## config.mk

```make
export PLATFORM = sky130hd
export DESIGN_NAME = chan_trig_router
export DESIGN_NICKNAME = d
export VERILOG_FILES = /design/src/rtl/trig_pkg.sv /design/src/rtl/rise_detect.sv /design/src/rtl/sync_tick.sv /design/src/rtl/scan_gen.sv /design/src/rtl/chan_req.sv /design/src/rtl/chan_trig_router.sv
export SDC_FILE = /design/constraint.sdc
export NUM_CORES = 1
export LEC_CHECK = 0
export ABC_AREA = 1
export BUFFER_PORTS_ARGS = -buffer_cell sky130_fd_sc_hd__buf_2
export CAP_MARGIN = 20
export CORE_AREA = 2 2 115 117
export DETAILED_ROUTE_END_ITERATION = 10
export DIE_AREA = 0 0 117 119
export PLACE_DENSITY_LB_ADDON = 0.15
export SYNTH_ARGS = -nofsm -noshare
export SYNTH_HDL_FRONTEND = slang
export SYNTH_HIERARCHICAL = 1
export SYNTH_SLANG_ARGS = --single-unit
```

## constraint.sdc

```tcl
create_clock -name clk -period 4 [get_ports clk]
set_input_delay 0.8 -clock clk [delete_from_list [all_inputs] [get_ports clk]]
set_output_delay 0.8 -clock clk [all_outputs]
set_load 0.05 [all_outputs]
```

## src/rtl/trig_pkg.sv

```systemverilog
package trig_pkg;
  localparam int CODE_W = 4;
  localparam logic [CODE_W-1:0] SRC_NONE  = 4'd0;
  localparam logic [CODE_W-1:0] SRC_PULSE = 4'd1;
  localparam logic [CODE_W-1:0] SRC_LEVEL = 4'd2;
  localparam logic [CODE_W-1:0] SRC_SCAN  = 4'd3;
  localparam logic [CODE_W-1:0] SRC_TICK  = 4'd4;
  localparam logic [CODE_W-1:0] SRC_EVT0  = 4'd5;
endpackage

```

## src/rtl/rise_detect.sv

```systemverilog
module rise_detect #(
  parameter int W = 1
) (
  input  logic         clk,
  input  logic         rst_n,
  input  logic [W-1:0] sig_i,
  output logic [W-1:0] rise_o
);
  logic [W-1:0] prev_q;

  always_ff @(posedge clk) begin
    if (!rst_n) prev_q <= '0;
    else        prev_q <= sig_i;
  end

  assign rise_o = sig_i & ~prev_q;

  genvar b;
  generate
    for (b = 0; b < W; b++) begin : g_chk

      one_cycle_rise_chk: assert property (@(posedge clk) disable iff (!rst_n)
        rise_o[b] |=> !rise_o[b]);
    end
  endgenerate
endmodule

```

## src/rtl/sync_tick.sv

```systemverilog
module sync_tick #(
  parameter int CNT_W = 8
) (
  input  logic             clk,
  input  logic             rst_n,
  input  logic             en_i,
  input  logic [CNT_W-1:0] cmp_i,
  output logic             fire_o
);
  logic [CNT_W-1:0] cnt_q;

  assign fire_o = en_i && (cnt_q == cmp_i);

  always_ff @(posedge clk) begin
    if (!rst_n)            cnt_q <= '0;
    else if (!en_i)        cnt_q <= '0;
    else if (fire_o)       cnt_q <= '0;
    else                   cnt_q <= cnt_q + 1'b1;
  end


  single_fire_chk: assert property (@(posedge clk) disable iff (!rst_n)
    (fire_o && cmp_i != '0) |=> (!fire_o || cmp_i == '0));
endmodule

```

## src/rtl/scan_gen.sv

```systemverilog
module scan_gen #(
  parameter int NCH = 16,
  parameter int NSRC = 16
) (
  input  logic              clk,
  input  logic              rst_n,
  input  logic [NSRC-1:0]   src_vec_i,
  input  logic [3:0]        scan_src_i,
  input  logic              level_i,
  input  logic [NCH-1:0]    members_i,
  input  logic [NCH-1:0]    done_i,
  output logic              fire_o
);
  import trig_pkg::*;

  logic [NCH-1:0] pend_q;
  logic [NCH-1:0] pend_left;
  logic           base_fire;
  logic           repeat_fire;

  assign base_fire   = (scan_src_i != SRC_SCAN) && src_vec_i[scan_src_i];
  assign pend_left   = pend_q & ~done_i;
  assign repeat_fire = (scan_src_i == SRC_LEVEL) && level_i &&
                       (|pend_q) && !(|pend_left);
  assign fire_o      = base_fire || repeat_fire;

  always_ff @(posedge clk) begin
    if (!rst_n)      pend_q <= '0;
    else if (fire_o) pend_q <= members_i;
    else             pend_q <= pend_left;
  end
endmodule

```

## src/rtl/chan_req.sv

```systemverilog
module chan_req #(
  parameter int NSRC = 16
) (
  input  logic [3:0]      code_i,
  input  logic [NSRC-1:0] src_vec_i,
  input  logic            level_i,
  input  logic            done_i,
  input  logic            scan_fire_i,
  input  logic            member_i,
  output logic            req_o
);
  import trig_pkg::*;

  always_comb begin
    unique case (code_i)
      SRC_NONE:  req_o = 1'b0;
      SRC_SCAN:  req_o = scan_fire_i && member_i;
      SRC_LEVEL: req_o = src_vec_i[SRC_LEVEL] || (level_i && done_i);
      default:   req_o = src_vec_i[code_i];
    endcase
  end
endmodule

```

## src/rtl/chan_trig_router.sv

```systemverilog
module chan_trig_router #(
  parameter int NCH   = 16,
  parameter int NEVT  = 11,
  parameter int CW    = 4,
  parameter int CNT_W = 8
) (
  input  logic              clk,
  input  logic              rst_n,
  input  logic              sw_pulse_i,
  input  logic              sw_level_i,
  input  logic [NEVT-1:0]   evt_i,
  input  logic [NCH*CW-1:0] src_code_i,
  input  logic [NCH-1:0]    scan_mask_i,
  input  logic [CW-1:0]     scan_src_i,
  input  logic              sync_en_i,
  input  logic [CNT_W-1:0]  sync_cmp_i,
  input  logic [NCH-1:0]    conv_done_i,
  output logic [NCH-1:0]    req_o
);
  import trig_pkg::*;

  localparam int NSRC = 1 << CW;
  localparam int NRAW = NEVT + 2;

  logic [NRAW-1:0] raw_in;
  logic [NRAW-1:0] raw_rise;
  logic            tick;
  logic [NSRC-1:0] src_vec;
  logic [NCH-1:0]  is_scan;
  logic [NCH-1:0]  members;
  logic            scan_fire;
  logic [NCH-1:0]  req_d;

  assign raw_in = {evt_i, sw_level_i, sw_pulse_i};

  rise_detect #(.W(NRAW)) u_rise (
    .clk(clk), .rst_n(rst_n), .sig_i(raw_in), .rise_o(raw_rise)
  );

  sync_tick #(.CNT_W(CNT_W)) u_tick (
    .clk(clk), .rst_n(rst_n), .en_i(sync_en_i), .cmp_i(sync_cmp_i), .fire_o(tick)
  );

  genvar s;
  generate
    for (s = 0; s < NSRC; s++) begin : g_src
      if (s == int'(SRC_PULSE)) begin : g_p
        assign src_vec[s] = raw_rise[0];
      end else if (s == int'(SRC_LEVEL)) begin : g_l
        assign src_vec[s] = raw_rise[1];
      end else if (s == int'(SRC_TICK)) begin : g_t
        assign src_vec[s] = tick;
      end else if (s >= int'(SRC_EVT0) && s < int'(SRC_EVT0) + NEVT) begin : g_e
        assign src_vec[s] = raw_rise[s - int'(SRC_EVT0) + 2];
      end else begin : g_z
        assign src_vec[s] = 1'b0;
      end
    end
  endgenerate

  genvar k;
  generate
    for (k = 0; k < NCH; k++) begin : g_ch
      assign is_scan[k] = (src_code_i[k*CW +: CW] == SRC_SCAN);
      chan_req #(.NSRC(NSRC)) u_req (
        .code_i(src_code_i[k*CW +: CW]),
        .src_vec_i(src_vec),
        .level_i(sw_level_i),
        .done_i(conv_done_i[k]),
        .scan_fire_i(scan_fire),
        .member_i(scan_mask_i[k]),
        .req_o(req_d[k])
      );


      idle_chan_chk: assert property (@(posedge clk) disable iff (!rst_n)
        req_o[k] |-> $past(src_code_i[k*CW +: CW] != SRC_NONE));

      non_member_chk: assert property (@(posedge clk) disable iff (!rst_n)
        $past(is_scan[k] && !scan_mask_i[k]) |-> !req_o[k]);

      reserved_scan_chk: assert property (@(posedge clk) disable iff (!rst_n)
        $past(is_scan[k] && scan_src_i == SRC_SCAN) |-> !req_o[k]);
    end
  endgenerate

  assign members = scan_mask_i & is_scan;

  scan_gen #(.NCH(NCH), .NSRC(NSRC)) u_scan (
    .clk(clk), .rst_n(rst_n), .src_vec_i(src_vec), .scan_src_i(scan_src_i),
    .level_i(sw_level_i), .members_i(members), .done_i(conv_done_i),
    .fire_o(scan_fire)
  );

  always_ff @(posedge clk) begin
    if (!rst_n) req_o <= '0;
    else        req_o <= req_d;
  end
endmodule

```

Yosys cells after proc, flatten, opt, wreduce, memory -nomap -nowiden --
Index checks and enable logic that the tools add are counted.
Cells by class: $add $sub $neg 1, $lt $le $gt $ge 17, equality and inequality tests 35, multiplexer cells 51, bitwise gates (word level) 7, reductions and logical operators 74
Operators with widths (count):
- $eq A4 B2 Y1 const B | 33
- $lt A4 B5 Y1 const B | 17
- $bmux W1 S4 | 17
- $logic_not A4 Y1 | 16
- $pmux W1 S3 | 16
- $logic_and A1 B1 Y1 | 37
- $and A16 B16 Y16 | 2
- $reduce_or A16 Y1 | 2
- $logic_or A1 B1 Y1 | 17
- $mux W1 | 17
- $mux W16 | 1
- $not A16 Y16 | 1
- $and A13 B13 Y13 | 1
- $not A13 Y13 | 1
- $add A8 B1 Y8 const B | 1
- $eq A8 B8 Y1 | 1
- $ne A4 B2 Y1 const B | 1
- $reduce_or A3 Y1 | 1
- $not A1 Y1 | 2
- $logic_not A1 Y1 | 1
Storage, ports and cells: register bits after elaboration 53, input bits 124, word-level logic and storage cells 189

Depth between registers and ports, before layout --
Gate-level depths: netlist of the first run.
depth in word-level cells 8, gate-level depth with buffers 23, gate-level depth less buffers 22

Modules after synthesis --
The synthesis of the first run kept the hierarchy.
By module, submodules not included:
- chan_req | instances 16, cells each 49, area each 214.0 sq um, sequential area each 0.0 sq um
- scan_gen | instances 1, cells each 245, area each 1383.8 sq um, sequential area each 320.3 sq um
- chan_trig_router | instances 1, cells each 131, area each 808.3 sq um, sequential area each 320.3 sq um
- sync_tick | instances 1, cells each 84, area each 528.0 sq um, sequential area each 160.2 sq um
- rise_detect | instances 1, cells each 66, area each 466.7 sq um, sequential area each 260.2 sq um

Worst setup path after synthesis of the first run --
No wires, ideal clock.
path kind input port to flip-flop, from input sync_cmp_i[2], to register req_o[10], setup time 0.056 ns, arrival time 3.250 ns, data required time 3.944 ns, setup slack 0.694 ns, cell stages on the path 21, cells stage by stage xor2_1 nor2_1 nand2_1 nor3_1 inv_1 nand2_1 nand3_1 nand3_1 nand3_4 nand3_4 buf_12 nand2_1 nand2_1 nand2_1 nand2_1 nand2_1 nand2_1 nand2_1 nand2_1 nand2_2 inv_1
Between the ends: cells in the longest elaborated chain, start to end 8, elaborated cells on any way between the ends 10, classes of those cells eq/ne (1); mux (5); reduce/logical (4)
Ends and longest elaborated chain:
- from (decl) | line chan_trig_router.sv:16 | input logic [CNT_W-1:0] sync_cmp_i,
- $eq A8 B8 Y1 | line sync_tick.sv:12 | assign fire_o = en_i && (cnt_q == cmp_i);
- $logic_and A1 B1 Y1 | line sync_tick.sv:12
- named net tick | line chan_trig_router.sv:27 | logic tick;
- $bmux W1 S4 | line scan_gen.sv:21 | assign base_fire = (scan_src_i != SRC_SCAN) && src_vec_i[scan_src_i];
- $mux W1 (not written as such) | line scan_gen.sv:21
- $logic_and A1 B1 Y1 | line scan_gen.sv:21
- $logic_or A1 B1 Y1 | line scan_gen.sv:25 | assign fire_o = base_fire || repeat_fire;
- named net scan_fire | line chan_trig_router.sv:31 | logic scan_fire;
- $logic_and A1 B1 Y1 | line chan_req.sv:17 | SRC_SCAN: req_o = scan_fire_i && member_i;
- $pmux W1 S3 | line chan_req.sv:15 | unique case (code_i)
- named net req_d[10] | line chan_trig_router.sv:32 | logic [NCH-1:0] req_d;
- to (signal assigned) | line chan_trig_router.sv:97 | else req_o <= req_d;
- to (decl) | line chan_trig_router.sv:18 | output logic [NCH-1:0] req_o
The timed path passes the listed nets, and every way through them passes these cells. The select of a mux whose other input is x is not followed. A chain may end at the register's enable or synchronous reset.

Worst setup path in the final report of the first run --
from input sync_cmp_i[2], to register req_o[12]
The elaborated chain is that of the path after synthesis.

==> results of run 1 <==
[worst register-to-register path, delay by kind of cell, from the launching register on]
family        cells  cell delay (ns)
flops             1             0.39
simple gates     19             2.10
buf+inv           3             0.23
[cell families (layout without fill, tap and decap cells)]
group | Yosys count | after routing | synth area share (%)
AOI/OAI and AO/OA | 3 | 3 | 0.265
and+or+nand+nor | 895 | 895 | 59.7
buffers and inverters | 349 | 485 | 22.7
xor gates and xnor gates | 8 | 8 | 1.06
adders and majority gates | 1 | 1 | 0.189
other | 1 | 2 | 0.0567
DFF | 53 | 53 | 16.1
[through the flow]
stage               setup WS, ns  hold slack (ns)  power [W]  util, %  cells
CTS                         1.12            0.493    0.00180     58.3   1622
finish                      1.09            0.488    0.00179     58.4   1623
global route               0.831            0.540    0.00193     58.3   1622
global placement           0.854            0.457    0.00131     57.2   1614
floorplan                  0.694            0.441    0.00111        -   1310
detailed placement         0.800            0.473    0.00131     57.2   1614
[power by group]
part	switching, W	internal (W)	total (W)
Combinational	0.000486	0.000248	0.000734
Sequential	0.0000124	0.000564	0.000576
Clock	0.000243	0.000238	0.000481
[metal layers]
| metal | share of wire (%) | GRT usage [%] | wire length [µm] |
|---|---|---|---|
| met1 | 45 | 39.0 | 8680 |
| met4 | 1.9 | 9.41 | 369 |
| met5 | 0 | 0 | 0 |
| met3 | 7.5 | 4.02 | 1430 |
| met2 | 45 | 44.7 | 8630 |
[placed cells by master, fill, tap and decap left out, drive strengths merged]
| master | instances |
|---|---|
| a21boi | 1 |
| and2 | 1 |
| buf | 154 |
| clkbuf | 5 |
| clkinv | 2 |
| conb | 1 |
| dfxtp | 53 |
| diode | 1 |
| ha | 1 |
| inv | 324 |
| nand2 | 508 |
| nand3 | 176 |
| nand3b | 16 |
| nand4 | 17 |
| nor2 | 174 |
| nor3 | 1 |
| o21ai | 2 |
| or2 | 2 |
| xnor2 | 2 |
| xor2 | 6 |
[area by class of cell]
type	instances	area, µm²	area share (%)
well taps	176	220	2.93
clock buffers	5	125	1.67
multi-input cells	908	4060	54.0
flip-flops and latches	53	1060	14.1
clock inverters	3	26.3	0.350
inverters	323	1210	16.2
diodes	1	2.50	0.0333
repair buffers	154	808	10.8
[sequential cells by signal, summed over array words and instances (netlist names)]
signal,cells
u_tick/cnt_q,8
u_scan/pend_q,16
u_rise/prev_q,13
req_o,16
[how the worst max path moves through the flow]
stage                end  slack, ns           from
2_1_floorplan  req_o[10]       0.69  sync_cmp_i[2]
3_3_place_gp    req_o[6]       0.85  sync_cmp_i[2]
3_5_place_dp    req_o[6]       0.80  sync_cmp_i[2]
4_1_cts         req_o[6]       1.12  sync_cmp_i[2]
5_1_grt        req_o[12]       0.83  sync_cmp_i[3]
6_report       req_o[12]       1.09  sync_cmp_i[2]
==> metrics.md, run 1 <==
| Metric | Value |
|---|---|
| First-pass GRT wire length | `31.5 mm` |
| RePlAce Congestion | `0.913` |
| Crit path max-delay family | `simple AND/OR/NAND/NOR gates` |
| Root buffer cell | `sky130_fd_sc_hd__clkbuf_16` |
| Global router's overall resource usage | `28.2%` |
| Post-synthesis instance area | `6610 µm²` |
| Unrepaired setup endpoints after global routing | `no` |
| Run status | `finished clean` |
| Die Ht | `119 µm` |
| Latest clock arrival within the worst-skew pair | `0.31 ns` |
| Inserted Clock Buffers | `5` |
| Setup TNS after final layout | `0 ns` |
| Period utilization | `72.7%` |
| Most numerous cell types in the synthesized netlist | `sky130_fd_sc_hd__nand2_1 (489), sky130_fd_sc_hd__inv_1 (295), sky130_fd_sc_hd__nand3_1 (173)` |
| Sort of element at the start of the critical path | `primary input` |
| Maximum number of pins on one net before global-route repair | `36` |
| Post-synthesis cell type count | `29` |
| Total buffers and inverters traversed by the critical path | `3` |
| Power density normalized to cell area | `238 nW/µm²` |
| Number of antenna violations at the first check in global routing | `0` |
| Die area | `13900 µm²` |
| Number of nets in the layout | `1570` |
| Synthesized area per cell | `5.05 µm²` |
| Number of cells traversed by the worst register-to-register path | `22` |
| Routed Wire Length | `19.1 mm` |
| FMAX | `344 MHz` |
| Core region area | `12900 µm²` |
| Top FF cell, synth | `sky130_fd_sc_hd__dfxtp_1` |
| Startpoint-to-endpoint class of the critical path | `in -> reg` |
| Placed standard-cell area | `7360 µm²` |
| Required time reported for the critical path endpoint | `4.26 ns` |
| Post-synthesis async set-or-reset flop share | `0%` |
| Setup skew after layout | `0.00754 ns` |
| Count of cell instances traversed by the critical path | `21` |
| Number of violations of the max-capacitance limit | `0` |
| Count of endpoints failing setup in the final report | `0` |
| Final global-route overflow total | `0` |
| H-tree levels | `2` |
| Synthesized netlist cell count | `1310` |
| Layout cells sized above 1 | `16.8%` |
| Data arrival time of the critical path | `3.17 ns` |
| Vias in the first global route | `6708` |
| Worst rel slew slack | `48.2%` |
| DRC violation total after the first TritonRoute iteration | `760` |
| Syn Nets | `1435` |
| Crit. End Element | `flip-flop` |
| First-pass detailed-route iteration total | `5` |
| CTS tree | `built` |
| Finished Cell Area | `7510 µm²` |
| Number of enable flip-flop cells after synthesis | `0` |
| Post-layout minimum cycle time | `2.91 ns` |
| Total number of clock tree sinks | `53` |
| Layout-stage area growth over the synthesis result | `13.7%` |
| CTS Hold Buffers Added | `0` |
| Routed wirelength normalized by instance count | `11.8 µm` |
| Fill cell total of the finished layout | `1422` |
| Endpoints failing hold | `0` |
| Antenna viol nets, final | `0` |
| Reg-to-reg critical path endpoint | `req_o[12]` |
| Destination of the worst hold path | `u_tick/cnt_q[0]` |
| Maximum resistive drop on vdd | `0.192 mV` |
| Critical Path Slowest Stage Cell | `sky130_fd_sc_hd__nand3_4` |
| Slack of the worst reg-to-reg path | `1.23 ns` |
| Hold Path Origin | `u_tick/cnt_q[0]` |
| Slew of the pin with the lowest slew margin | `0.776 ns` |
| Quantity of I/O buffers inserted on ports | `139` |
| Synth warn | `6` |
| Hold Crit Depth | `1` |
| Classification of the worst-slack hold path | `reg -> reg` |
| Cell type with the highest occurrence count on the critical path | `sky130_fd_sc_hd__nand2_1` |
| Maximum fanout along the worst path | `32` |
| Post-CTS sizing | `0` |
| Horizontal die dimension | `117 µm` |
| Cell with the most instances after synthesis | `sky130_fd_sc_hd__nand2_1` |
| Number of buffers between clock root and the deepest sink | `2` |
| Reg2Reg Launch Point | `u_tick/cnt_q[3]` |
| Cell Chain, Critical Path | `buf_2 -> xor2_1 -> nor2_1 -> nand2_1 -> nor3_2 -> inv_1 -> nand2_1 -> nand3_1 -> nand3_1 -> nand3_4 -> nand3_4 -> nand2_1 -> nand2_1 -> nand2_1 -> nand2_1 -> nand2_1 -> nand2_1 -> nand2_1 -> nand2_1 -> nand2_1 -> inv_1` |
| Leading cell types by total area after synthesis | `sky130_fd_sc_hd__nand2_1 (28%), sky130_fd_sc_hd__inv_1 (17%), sky130_fd_sc_hd__dfxtp_1 (16%)` |
| Area share of the largest cell type after synthesis | `27.8%` |
| Initial core utilization | `51.3%` |
| Final number of max-transition violations | `0` |
| Post-CTS setup repair buffer count | `0` |
| Delay of the slowest cell on the worst path | `0.48 ns` |
| Clock transition at the registers of the reported paths | `0.08 ns` |
| Register bit count reported by yosys | `53` |
| Number of cell rows | `42` |
| I/O Pins | `140` |
| Total vias in the final route | `7683` |
| Via count normalized by instance count | `4.73` |
| Cell accounting for the most synthesized area | `sky130_fd_sc_hd__nand2_1` |
| Sequential share of the synthesized area | `16.1%` |
| DRC violation count after routing | `0` |
| Cell leakage power | `4.79 nW` |
| Estimated wirelength of the detail-placed design | `13.6 mm` |
Power figures use the tool's default switching activity.
==> run 2, diff against run 1 <==
==> constraint.sdc (replaced) <==
create_clock -name clk -period 2.7 [get_ports clk]
set_input_delay 0.54 -clock clk [delete_from_list [all_inputs] [get_ports clk]]
set_output_delay 0.54 -clock clk [all_outputs]
set_load 0.05 [all_outputs]
==> run 2 against run 1 <==
  * Clock power up 45%
  * Global-route usage shrank 0.38 points
  * Largest cell class unchanged
  * Critical path depth up 2
  * Combinational power is 51% higher
  * Non-clock buffer count rose by 5
  * Routed wire length shrank 0.27%
==> metrics.md, run 2 (synthesized netlist as in run 1, its figures left out) <==
| Metric | Value |
|---|---|
| Routed Wire Length | `19.1 mm` |
| Power density normalized to cell area | `351 nW/µm²` |
| Via count normalized by instance count | `4.72` |
| Routed wirelength normalized by instance count | `11.7 µm` |
| Number of antenna violations at the first check in global routing | `0` |
| Global router's overall resource usage | `27.8%` |
| Layout cells sized above 1 | `17.1%` |
| Maximum fanout along the worst path | `19` |
| Count of endpoints failing setup in the final report | `0` |
| Core region area | `12900 µm²` |
| Antenna viol nets, final | `0` |
| Die Ht | `119 µm` |
| Horizontal die dimension | `117 µm` |
| Number of nets in the layout | `1575` |
| Period utilization | `85.6%` |
| Comb pwr share | `41.6%` |
| Setup skew after layout | `0.00643 ns` |
| Proportion of power drawn by flip-flops and latches | `32.2%` |
| Maximum resistive drop on vdd | `0.258 mV` |
| Clock transition at the registers of the reported paths | `0.07 ns` |
| Delay of the slowest cell on the worst path | `0.39 ns` |
| DRC violation count after routing | `0` |
| Most frequent standard cell in the layout excluding fill and tap cells | `sky130_fd_sc_hd__nand2_1` |
| FMAX | `433 MHz` |
| Vias in the first global route | `6670` |
| Biggest regs | `req_o (16), u_scan/pend_q (16), u_rise/prev_q (13)` |
| Initial core utilization | `51.3%` |
| Unrepaired setup endpoints after global routing | `no` |
| Finished Cell Area | `7570 µm²` |
| I/O Pins | `140` |
| Die area | `13900 µm²` |
| First-pass GRT wire length | `31.1 mm` |
| First-pass detailed-route iteration total | `5` |
| Data arrival time of the critical path | `2.57 ns` |
| Required time reported for the critical path endpoint | `2.96 ns` |
| CTS tree | `built` |
| Number of cell rows | `42` |
| Maximum number of pins on one net before global-route repair | `21` |
| Post-CTS sizing | `0` |
| Inserted Clock Buffers | `5` |
| Switching power share of the total | `40.1%` |
| Share of the core filled with cells in the final layout | `58.8%` |
| CTS Hold Buffers Added | `0` |
| Setup TNS after final layout | `0 ns` |
| Latest clock arrival within the worst-skew pair | `0.30 ns` |
| Number of diodes | `0` |
| Root buffer cell | `sky130_fd_sc_hd__clkbuf_16` |
| Startpoint-to-endpoint class of the critical path | `reg -> reg` |
| Post-layout minimum cycle time | `2.31 ns` |
| Sort of element at the start of the critical path | `flip-flop` |
| Quantity of I/O buffers inserted on ports | `139` |
| DRC violation total after the first TritonRoute iteration | `547` |
| Cell-internal power | `0.00159 W` |
| Cell type with the highest occurrence count on the critical path | `sky130_fd_sc_hd__nand2_1` |
| Estimated wirelength of the detail-placed design | `13.8 mm` |
| Total buffers and inverters traversed by the critical path | `4` |
| Final number of max-transition violations | `0` |
| Endpoints failing hold | `0` |
| Cell leakage power | `4.82 nW` |
| Fraction of power consumed by the clock network | `26.2%` |
| Placed standard-cell area | `7420 µm²` |
| Classification of the worst-slack hold path | `in -> reg` |
| Critical Path Slowest Stage Cell | `sky130_fd_sc_hd__dfxtp_1` |
| Crit. End Element | `flip-flop` |
| Number of buffers between clock root and the deepest sink | `2` |
| RePlAce Congestion | `0.895` |
| Total number of clock tree sinks | `53` |
| Run status | `finished clean` |
| Minimum hold slack | `0.422 ns` |
| Post-CTS setup repair buffer count | `0` |
| Crit path max-delay family | `simple AND/OR/NAND/NOR gates` |
| Net switching power | `0.00107 W` |
| Number of violations of the max-capacitance limit | `0` |
| Final global-route overflow total | `0` |
| Most used cells in the layout excluding fill and tap cells | `sky130_fd_sc_hd__nand2_1 (489), sky130_fd_sc_hd__inv_1 (295), sky130_fd_sc_hd__nand3_1 (173)` |
| H-tree levels | `2` |
| Layout-stage area growth over the synthesis result | `14.6%` |
| Cell Chain, Critical Path | `inv_1 -> nand2_1 -> nand2_1 -> nor2_1 -> nand2_1 -> nor3_2 -> inv_1 -> nand2_1 -> nand3_1 -> nand3_1 -> nand3_4 -> nand3_4 -> buf_12 -> nand2_1 -> nand2_1 -> nand2_1 -> nand2_1 -> nand2_1 -> nand2_1 -> nand2_1 -> nand2_1 -> nand2_2 -> inv_1` |
| Total vias in the final route | `7684` |
-- run 2: cell types whose count changed in the layout (fill, tap and decap cells not counted), sizes merged --
cell	change
clkbuf	+1
inv	-1
buf	+5
diode	-1
-- run 2: worst reg2reg max path, stage by stage (launching register included) --
cell and delay, ns:
sky130_fd_sc_hd__dfxtp_1 0.39, sky130_fd_sc_hd__inv_1 0.07, sky130_fd_sc_hd__nand2_1 0.08, sky130_fd_sc_hd__nand2_1 0.05, sky130_fd_sc_hd__nor2_1 0.11, sky130_fd_sc_hd__nand2_1 0.07
sky130_fd_sc_hd__nor3_2 0.23, sky130_fd_sc_hd__inv_1 0.08, sky130_fd_sc_hd__nand2_1 0.07, sky130_fd_sc_hd__nand3_1 0.06, sky130_fd_sc_hd__nand3_1 0.13, sky130_fd_sc_hd__nand3_4 0.09
sky130_fd_sc_hd__nand3_4 0.12, sky130_fd_sc_hd__buf_12 0.17, sky130_fd_sc_hd__nand2_1 0.07, sky130_fd_sc_hd__nand2_1 0.05, sky130_fd_sc_hd__nand2_1 0.05, sky130_fd_sc_hd__nand2_1 0.06
sky130_fd_sc_hd__nand2_1 0.04, sky130_fd_sc_hd__nand2_1 0.05, sky130_fd_sc_hd__nand2_1 0.05, sky130_fd_sc_hd__nand2_1 0.06, sky130_fd_sc_hd__nand2_2 0.05, sky130_fd_sc_hd__inv_1 0.05
-- run 2: layout make-up --
class	count	area [µm²]
Timing Repair Buffer	159	871
Multi-Input combinational cell	908	4060
Fill cell	1408	5300
Sequential cell	53	1060
Inverter	323	1210
Clock buffer	6	139
Tap cell	176	220
Clock inverter	2	13.8
-- run 2: through the flow --
step,worst slack [ns],std cells,total power [W]
finish,0.390,1627,0.00266
global route,0.101,1627,0.00286
CTS,0.363,1627,0.00268
detailed placement,0.170,1619,0.00197
global placement,0.183,1619,0.00196
floorplan,0.0230,1310,0.00165
-- run 2: power groups by stage --
| stage | logic (W) | clock network (W) | registers [W] |
|---|---|---|---|
| 4_1_cts | 0.00110 | 0.000727 | 0.000855 |
| 5_1_grt | 0.00125 | 0.000745 | 0.000861 |
| 3_5_place_dp | 0.00110 | 0 | 0.000873 |
| 3_3_place_gp | 0.00109 | 0 | 0.000873 |
| 2_1_floorplan | 0.000705 | 0 | 0.000943 |
| 6_report | 0.00111 | 0.000697 | 0.000855 |
-- run 2: path summary, 6_finish.rpt --
check	startpoint	to	slack (ns)	depth (start not counted)
max	u_tick/cnt_q[3]	req_o[11]	0.39	23
min	evt_i[6]	u_rise/prev_q[8]	0.42	3
max reg2reg	u_tick/cnt_q[3]	req_o[11]	0.39	23
min reg2reg	u_tick/cnt_q[0]	u_tick/cnt_q[0]	0.48	1
-- run 2: per-layer routing --
metal	GRT usage (%)	part of all wire, %
met5	0	0
met4	8.16	1.9
met3	3.41	6.3
met1	37.3	46
met2	46.4	46
==> run 3, diff against run 2 <==
--- a/config.mk
+++ b/config.mk
@@ -11,6 +11,8 @@
 export CORE_AREA = 2 2 115 117
 export DETAILED_ROUTE_END_ITERATION = 10
 export DIE_AREA = 0 0 117 119
+export HOLD_SLACK_MARGIN = 0.02
+export MAX_ROUTING_LAYER = met4
 export PLACE_DENSITY_LB_ADDON = 0.15
 export SYNTH_ARGS = -nofsm -noshare
 export SYNTH_HDL_FRONTEND = slang
==> run 3 against run 2 <==
  * Flip-flop and latch count did not move
  * Global-route usage rose by 0.76 points
  * Design area did not move
  * Power barely moved
  * Clock skew rose by 0.00051 ns
  * Combinational power barely moved
==> metrics.md, run 3 (synthesized netlist as in run 1, its figures left out) <==
| Metric | Value |
|---|---|
| Startpoint-to-endpoint class of the critical path | `reg -> reg` |
| Die area | `13900 µm²` |
| Share of the core filled with cells in the final layout | `58.8%` |
| Quantity of I/O buffers inserted on ports | `139` |
| Most used cells in the layout excluding fill and tap cells | `sky130_fd_sc_hd__nand2_1 (489), sky130_fd_sc_hd__inv_1 (295), sky130_fd_sc_hd__nand3_1 (173)` |
| Period utilization | `85.7%` |
| Core region area | `12900 µm²` |
| Total vias in the final route | `7673` |
| Net switching power | `0.00107 W` |
| Endpoints failing hold | `0` |
| Cell type with the highest occurrence count on the critical path | `sky130_fd_sc_hd__nand2_1` |
| Total number of clock tree sinks | `53` |
| Delay of the slowest cell on the worst path | `0.39 ns` |
| CTS Hold Buffers Added | `0` |
| Most frequent standard cell in the layout excluding fill and tap cells | `sky130_fd_sc_hd__nand2_1` |
| Horizontal die dimension | `117 µm` |
| Layout cells sized above 1 | `17.1%` |
| Biggest regs | `req_o (16), u_scan/pend_q (16), u_rise/prev_q (13)` |
| I/O Pins | `140` |
| Post-CTS setup repair buffer count | `0` |
| Final global-route overflow total | `0` |
| DRC violation total after the first TritonRoute iteration | `522` |
| Maximum number of pins on one net before global-route repair | `21` |
| Latest clock arrival within the worst-skew pair | `0.31 ns` |
| Number of diodes | `0` |
| Final number of max-transition violations | `0` |
| Power density normalized to cell area | `351 nW/µm²` |
| Switching power share of the total | `40.1%` |
| Setup TNS after final layout | `0 ns` |
| Maximum resistive drop on vdd | `0.257 mV` |
| Crit. End Element | `flip-flop` |
| Pre-CTS setup slack | `0.170 ns` |
| Vias in the first global route | `6667` |
| Destination of the worst hold path | `u_rise/prev_q[7]` |
| Routed Wire Length | `19.0 mm` |
| Required time reported for the critical path endpoint | `2.96 ns` |
| Routed wirelength normalized by instance count | `11.7 µm` |
| Count of endpoints failing setup in the final report | `0` |
| Number of antenna violations at the first check in global routing | `0` |
| Source of the critical timing path | `u_tick/cnt_q[3]` |
| DRC violation count after routing | `0` |
| Sort of element at the start of the critical path | `flip-flop` |
| Via count normalized by instance count | `4.72` |
| Layout-stage area growth over the synthesis result | `14.6%` |
| Minimum hold slack | `0.422 ns` |
| Hold Crit Depth | `3` |
| Data arrival time of the critical path | `2.57 ns` |
| Initial core utilization | `51.3%` |
| Clock transition at the registers of the reported paths | `0.07 ns` |
| Root buffer cell | `sky130_fd_sc_hd__clkbuf_16` |
| Cell Chain, Critical Path | `inv_1 -> nand2_1 -> nand2_1 -> nor2_1 -> nand2_1 -> nor3_2 -> inv_1 -> nand2_1 -> nand3_1 -> nand3_1 -> nand3_4 -> nand3_4 -> buf_12 -> nand2_1 -> nand2_1 -> nand2_1 -> nand2_1 -> nand2_1 -> nand2_1 -> nand2_1 -> nand2_1 -> nand2_2 -> inv_1` |
| Critical Path Slowest Stage Cell | `sky130_fd_sc_hd__dfxtp_1` |
| H-tree levels | `2` |
| Unrepaired setup endpoints after global routing | `no` |
| Classification of the worst-slack hold path | `in -> reg` |
| Proportion of power drawn by flip-flops and latches | `32.2%` |
| # placed instances | `1619` |
| Die Ht | `119 µm` |
| Hold Path Origin | `evt_i[5]` |
| Antenna viol nets, final | `0` |
| Reg2Reg Launch Point | `u_tick/cnt_q[3]` |
| Post-Layout Cell Count | `1627` |
| Number of violations of the max-capacitance limit | `0` |
| RePlAce Congestion | `0.910` |
| Cell leakage power | `4.82 nW` |
| First-pass detailed-route iteration total | `5` |
| Slack of the worst reg-to-reg path | `0.39 ns` |
| Post-CTS sizing | `0` |
| Fraction of power consumed by the clock network | `26.3%` |
| Global router's overall resource usage | `28.6%` |
| Maximum fanout along the worst path | `19` |
| Cell-internal power | `0.00159 W` |
| Setup skew after layout | `0.00694 ns` |
| FMAX | `432 MHz` |
| Setup WS post-layout | `0.387 ns` |
| Fill cell total of the finished layout | `1408` |
| Number of cell rows | `42` |
| Number of cells traversed by the worst register-to-register path | `23` |
| CTS tree | `built` |
| Run status | `finished clean` |
| Reg-to-reg critical path endpoint | `req_o[11]` |
| First-pass GRT wire length | `31.1 mm` |
| Number of nets in the layout | `1575` |
| Comb pwr share | `41.6%` |
| Inserted Clock Buffers | `5` |
| Number of buffers between clock root and the deepest sink | `2` |
| Post-layout minimum cycle time | `2.31 ns` |
| Estimated wirelength of the detail-placed design | `13.8 mm` |
-- run 3: cell counts in the layout (fill, tap and decap cells not counted) --
No cell type changed its count.
-- run 3: final cells by class --
class                   count  area, µm²  area share [%]
clock buffers               6        139            1.83
clock inverters             2       13.8           0.182
inverters                 323       1210            16.0
multi-input cells         908       4060            53.5
flip-flops and latches     53       1060            14.0
well taps                 176        220            2.91
repair buffers            159        871            11.5
-- run 3: critical path, delay by kind of cell (launching register included) --
kind | cells | cell delay [ns]
AND/OR/NAND/NOR | 19 | 1.49
flip-flops | 1 | 0.39
buffers and inverters | 4 | 0.37
-- run 3: per-layer routing --
layer | track usage, % | up-vias | part of all wire, %
met5 | - | - | 0
met4 | 8.16 | 0 | 1.8
met3 | 3.41 | 33 | 6.8
met2 | 46.4 | 242 | 46
met1 | 37.4 | 3288 | 45
li1 | - | 4110 | -
-- run 3: worst max path at each step --
stage,endpoint,slack (ns),cells past startpoint
after floorplan,req_o[10],0.02,21
after global placement,req_o[1],0.18,22
after detailed placement,req_o[10],0.17,22
after CTS,req_o[10],0.36,23
after global routing,req_o[7],0.10,23
final,req_o[11],0.39,23
-- run 3: stage by stage --
step	area, µm²	total power (W)
after floorplan	6620	0.00165
after global placement	7420	0.00196
after detailed placement	7420	0.00197
after CTS	7570	0.00268
after global routing	7570	0.00286
final	7570	0.00266
-- run 3: power groups by stage --
stage	clock (W)	sequential [W]	combinational (W)
final	0.000698	0.000855	0.00110
after global routing	0.000745	0.000861	0.00125
after CTS	0.000727	0.000855	0.00110
after detailed placement	0	0.000873	0.00110
after global placement	0	0.000873	0.00109
after floorplan	0	0.000943	0.000705
